$ cat src/rtl/irq_agg_pkg.sv
package irq_agg_pkg;
    localparam int unsigned DATA_W = 32;
    localparam int unsigned ARITH_DONE_BIT = 0;
    localparam int unsigned DMA_DONE_BIT   = 8;

    typedef logic [DATA_W-1:0] word_t;

    typedef enum logic {
        SIG_LINE = 1'b0,
        SIG_MSG  = 1'b1
    } sig_mode_e;

    typedef struct packed {
        word_t set_m;
        word_t clr_m;
        logic  set_op;
        logic  clr_op;
    } upd_t;

    function automatic word_t apply_upd(word_t cur, upd_t u);
        return (cur & ~u.clr_m) | u.set_m;
    endfunction
endpackage

$ cat src/rtl/irq_wr_decode.sv
module irq_wr_decode
    import irq_agg_pkg::*;
#(
    parameter int unsigned ADDR_W = 8,
    parameter logic [ADDR_W-1:0] SET_OFF = 'h60,
    parameter logic [ADDR_W-1:0] CLR_OFF = 'h64
) (
    input  logic              wr_en,
    input  logic [ADDR_W-1:0] wr_addr,
    input  word_t             wr_data,
    input  word_t             src_set,
    output upd_t              upd
);
    logic hit_set;
    logic hit_clr;

    always_comb begin
        hit_set    = wr_en && (wr_addr == SET_OFF);
        hit_clr    = wr_en && (wr_addr == CLR_OFF);
        upd.set_m  = src_set | (hit_set ? wr_data : '0);
        upd.clr_m  = hit_clr ? wr_data : '0;
        upd.set_op = hit_set || (|src_set);
        upd.clr_op = hit_clr;
    end
endmodule

$ cat src/rtl/irq_status_reg.sv
module irq_status_reg
    import irq_agg_pkg::*;
(
    input  logic  clk,
    input  logic  rst,
    input  upd_t  upd,
    output word_t status,
    output logic  nxt_nonzero
);
    word_t nxt;

    always_comb begin
        nxt         = apply_upd(status, upd);
        nxt_nonzero = |nxt;
    end

    always_ff @(posedge clk) begin
        if (rst) status <= '0;
        else     status <= nxt;
    end

    p_set_wins_r5: assert property (@(posedge clk) disable iff (rst)
        (|upd.set_m) |=> ((status & $past(upd.set_m)) == $past(upd.set_m)));

    p_clear_drops_r3: assert property (@(posedge clk) disable iff (rst)
        upd.clr_op |=> ((status & $past(upd.clr_m & ~upd.set_m)) == '0));
endmodule

$ cat src/rtl/irq_signal_gen.sv
module irq_signal_gen
    import irq_agg_pkg::*;
(
    input  logic      clk,
    input  logic      rst,
    input  sig_mode_e mode,
    input  logic      set_op,
    input  logic      clr_op,
    input  logic      nxt_nonzero,
    output logic      line,
    output logic      msg
);
    always_ff @(posedge clk) begin
        if (rst) begin
            line <= 1'b0;
            msg  <= 1'b0;
        end else begin
            msg <= (mode == SIG_MSG) && set_op && nxt_nonzero;
            if (mode == SIG_LINE) begin
                if (set_op && nxt_nonzero)
                    line <= 1'b1;
                else if (clr_op && !nxt_nonzero)
                    line <= 1'b0;
            end
        end
    end

    p_line_frozen_msg_r9: assert property (@(posedge clk) disable iff (rst)
        (mode == SIG_MSG) |=> (line == $past(line)));

    p_msg_only_msgmode_r10: assert property (@(posedge clk) disable iff (rst)
        msg |-> ($past(mode) == SIG_MSG));

    p_line_rise_r6: assert property (@(posedge clk) disable iff (rst)
        $rose(line) |-> $past(set_op));
endmodule

$ cat src/rtl/irq_status_agg.sv
module irq_status_agg
    import irq_agg_pkg::*;
#(
    parameter int unsigned ADDR_W = 8,
    parameter logic [ADDR_W-1:0] STATUS_OFF = 'h24,
    parameter logic [ADDR_W-1:0] SET_OFF    = 'h60,
    parameter logic [ADDR_W-1:0] CLR_OFF    = 'h64
) (
    input  logic              clk,
    input  logic              rst,
    input  logic [31:0]       src_set_i,
    input  logic              msg_mode_i,
    input  logic              wr_en_i,
    input  logic [ADDR_W-1:0] wr_addr_i,
    input  logic [31:0]       wr_data_i,
    input  logic [ADDR_W-1:0] rd_addr_i,
    output logic [31:0]       rd_data_o,
    output logic              irq_line_o,
    output logic              irq_msg_o
);
    upd_t      upd;
    word_t     status;
    logic      nxt_nonzero;
    sig_mode_e mode;

    assign mode = sig_mode_e'(msg_mode_i);

    irq_wr_decode #(
        .ADDR_W (ADDR_W),
        .SET_OFF(SET_OFF),
        .CLR_OFF(CLR_OFF)
    ) u_dec (
        .wr_en  (wr_en_i),
        .wr_addr(wr_addr_i),
        .wr_data(wr_data_i),
        .src_set(src_set_i),
        .upd    (upd)
    );

    irq_status_reg u_stat (
        .clk        (clk),
        .rst        (rst),
        .upd        (upd),
        .status     (status),
        .nxt_nonzero(nxt_nonzero)
    );

    irq_signal_gen u_sig (
        .clk        (clk),
        .rst        (rst),
        .mode       (mode),
        .set_op     (upd.set_op),
        .clr_op     (upd.clr_op),
        .nxt_nonzero(nxt_nonzero),
        .line       (irq_line_o),
        .msg        (irq_msg_o)
    );

    assign rd_data_o = (rd_addr_i == STATUS_OFF) ? status : '0;

    p_reset_state_r1: assert property (@(posedge clk)
        rst |=> (status == '0 && !irq_line_o && !irq_msg_o));

    p_msg_pending_r8: assert property (@(posedge clk) disable iff (rst)
        irq_msg_o |-> (status != '0));

    p_line_fall_empty_r7: assert property (@(posedge clk) disable iff (rst)
        $fell(irq_line_o) |-> (status == '0));
endmodule

$ cat config.mk
export PLATFORM = sky130hd
export DESIGN_NAME = irq_status_agg
export DESIGN_NICKNAME = d
export VERILOG_FILES = /design/src/rtl/irq_agg_pkg.sv /design/src/rtl/irq_wr_decode.sv /design/src/rtl/irq_status_reg.sv /design/src/rtl/irq_signal_gen.sv /design/src/rtl/irq_status_agg.sv
export SDC_FILE = /design/constraint.sdc
export NUM_CORES = 1
export LEC_CHECK = 0
export BUFFER_PORTS_ARGS = -buffer_cell sky130_fd_sc_hd__clkbuf_2
export CAP_MARGIN = 20
export CELL_PAD_IN_SITES_DETAIL_PLACEMENT = 1
export CELL_PAD_IN_SITES_GLOBAL_PLACEMENT = 1
export CORE_UTILIZATION = 30
export CTS_BUF_LIST = sky130_fd_sc_hd__clkbuf_4
export DETAILED_ROUTE_END_ITERATION = 8
export PLACE_DENSITY = 0.82
export SYNTH_ARGS = -nofsm -noshare
export SYNTH_HDL_FRONTEND = slang
export SYNTH_HIERARCHICAL = 1
export SYNTH_SLANG_ARGS = --single-unit
$ cat constraint.sdc
create_clock -name clk -period 3.1 [get_ports clk]
set_input_delay 0.775 -clock clk [delete_from_list [all_inputs] [get_ports clk]]
set_output_delay 0.775 -clock clk [all_outputs]
set_load 0.01 [all_outputs]
==> metrics.md <==
| Metric | Value |
|---|---|
| CORE AREA | `7810 um^2` |
| Most frequent cells after synthesis | `64 x inv_1, 34 x dfxtp_1, 32 x a21o_1, 32 x and3_2, 32 x nor2_1` |
| H-Tree Depth | `2` |
| CTS tree | `yes` |
| Top cell type's share of synthesized area | `27.9%` |
| # IOs | `118` |
| Hold WC Path Type | `flop to flop` |
| Post-synth EDFFs | `0` |
| Antenna cells | `0` |
| DP Area | `3100 um^2` |
| Port Buffers | `117` |
| Area leader, netlist | `dfxtp_1` |
| Syn Nets | `399` |
| Wirelength per Cell | `15.6 um` |
| Mapped Cells | `315` |
| Worst Path Required | `3300 ps` |
| Predominant post-synthesis flop cell | `dfxtp_1` |
| GRT Residual Overflow | `0` |
| Crit path max-delay family | `simple AND/OR/NAND/NOR gates` |
| Slowest cell on the critical path | `and3_2` |
| First-pass GRT wire length | `13.5 mm` |
| Skew final | `6.92 ps` |
| P&R area growth vs syn | `29.5%` |
| Slew HR | `53.4%` |
| Post-synth ARST share | `0%` |
| Initial antenna violation count | `0` |
| Worst path max stage delay | `300 ps` |
| Die area | `8490 um^2` |
| Total negative slack | `0 ps` |
| Slew Limit Fails | `0` |
| Footprint of the multi-input gates | `1380 um^2` |
| GRT Total Usage | `20.0%` |
| Post-Route WL | `8.22 mm` |
| HPWL Detailed | `6.53 mm` |
| Clock Latency Late Sink | `340 ps` |
| Cell area power density | `296 nW/um^2` |
| Tmin final | `2940 ps` |
| Register area | `681 um^2` |
| Endpoints failing hold | `0` |
| Initial Util | `31.2%` |
| Syn Area/Cell | `7.74 um^2` |
| Clock Tree Buf Depth | `2` |
| Most numerous cell in the Yosys netlist | `inv_1` |
| Number of global-route vias before repair | `2824` |
| Cts bufs inserted | `5` |
| Post-layout nets | `508` |
| Largest net degree at the start of global routing | `35` |
| CTS clk-pin slew, worst paths | `110 ps` |
| Number of remaining DRC errors | `0` |
| Worst EP arrival | `3140 ps` |
| Seq cells post-synth | `34` |
| Synth cell types | `31` |
| Maximum VDD drop | `0.136 mV` |
| Crit. End Element | `flop` |
| Synth Warn # | `6` |
| Drt first pass iters | `4` |
| Final Util | `40.4%` |
| CP Max Fanout | `20` |
| Hold-fix buffers at CTS | `0` |
| Vias | `2574` |
| Netlist Area Pre-Place | `2440 um^2` |
| Final instance area | `3160 um^2` |
| Max cap viols | `0` |
| Peak Freq | `0.340 GHz` |
| Via-to-Cell Ratio | `4.88` |
| WP buf/inv | `3` |
| P_leak | `1.59 nW` |
| Clock Tree Root | `clkbuf_4` |
| Layout fillers | `1037` |
| Critical path class | `input pin to flop` |
| Setup bufs post-CTS | `0` |
| Std-Cell Rows | `32` |
| Tcrit/Tclk final | `94.8%` |
| Worst slew pin tran | `699 ps` |
| Startpoint Class | `input pin` |
| Gpl congestion | `0.856` |
| Synth top area cells | `dfxtp_1 28%, nor3_2 12%, a21o_1 9.9%` |
| Clock Sinks | `34` |
| Sequential area share after synthesis | `27.9%` |
| # setup viols final | `0` |
| Status | `finished clean` |
| Die Span X | `92.1 um` |
| Die Span Y | `92.1 um` |
| Layout cells sized above 1 | `49.6%` |
| Antenna Violating Nets Remaining | `0` |
| Worst-path cell chain | `clkbuf_2 -> nor4b_2 -> and3_2 -> buf_12 -> and3_2 -> inv_1 -> a21oi_1 -> nand4_1 -> nor4_1 -> nand4_1 -> nor3b_1 -> a2111oi_2` |
| 1st-iter DRT viols | `118` |
## worst paths after layout
kind                            depth (start not counted)    endpoint              start  slack, ps
worst max-delay path                                   12  u_sig/line       wr_addr_i[3]        160
worst min-delay path                                    2  u_sig/line         u_sig/line        500
worst max register to register                          6  u_sig/line  u_stat/status[26]       1320
worst min register to register                          2  u_sig/line         u_sig/line        500
## repair_timing
item	in CTS	in global routing
hold endpoints to repair	0	0
setup endpoints to repair	0	1
resized for setup	0	1
## sequential cells by signal, indices dropped and copies added, names as in the netlist
name           cells
u_sig/msg          1
u_sig/line         1
u_stat/status     32
## cell families (layout without fill, tap and decap cells)
family,count (synthesis),after routing,synth area share [%]
buffers and inverters,86,196,15.8
AND/OR/NAND/NOR,130,130,37.6
flip-flops,34,34,27.9
AO/OA/AOI/OAI,65,65,18.6
## layout by cell type (no fill, tap or decap), types with 2 or more instances in the layout
cell and instances:
nor4_1 9, nand4_1 9, nor4b_2 2, nor3_1 3
inv_1 64, a21oi_2 9, clkbuf_2 117, nor2_1 32
buf_12 3, dfxtp_1 34, nor3b_1 2, a21oi_1 22
buf_4 4, nor3_2 30, a21o_1 32, and3_2 32
clkbuf_4 6, or4b_2 2
## worst reg2reg max path: stages (launching register included)
cell	delay, ps
dfxtp_1	340
a21oi_1	280
nand4_1	200
nor4_1	270
nand4_1	170
nor3b_1	310
a2111oi_2	80
## area by class of cell
cell class | count | share of cell area [%]
inverter | 64 | 7.61
tap | 102 | 4.04
sequential | 34 | 21.6
multi-input combinational | 195 | 43.7
clock inverter | 2 | 0.278
timing repair buffer | 124 | 21.4
clock buffer | 6 | 1.43
## metrics by stage
stage | std cells | hold WS, ps | setup slack, ps | total power [W]
3_3_place_gp | 519 | 483 | -129 | 0.000682
4_1_cts | 527 | 509 | 171 | 0.000942
2_1_floorplan | 315 | 461 | 374 | 0.000586
3_5_place_dp | 519 | 492 | -188 | 0.000690
5_1_grt | 527 | 534 | -22.8 | 0.000986
6_report | 527 | 504 | 163 | 0.000933
## power by group
group / total, W / switching [W] / internal, W
clock: 0.000253 / 0.000159 / 0.0000940
sequential: 0.000488 / 0.0000198 / 0.000468
combinational: 0.000191 / 0.000107 / 0.0000840
## per-layer routing
metal	routed length, um	GRT usage, %	vias to the layer above	share of wire, %
li1	-	-	1267	-
met1	3860	25.7	1202	47
met2	3870	35.1	99	47
met3	442	3.81	6	5.4
met4	47	3.13	0	0.57
met5	0	0	-	0
Note: power is estimated with default switching activity, not from simulation.
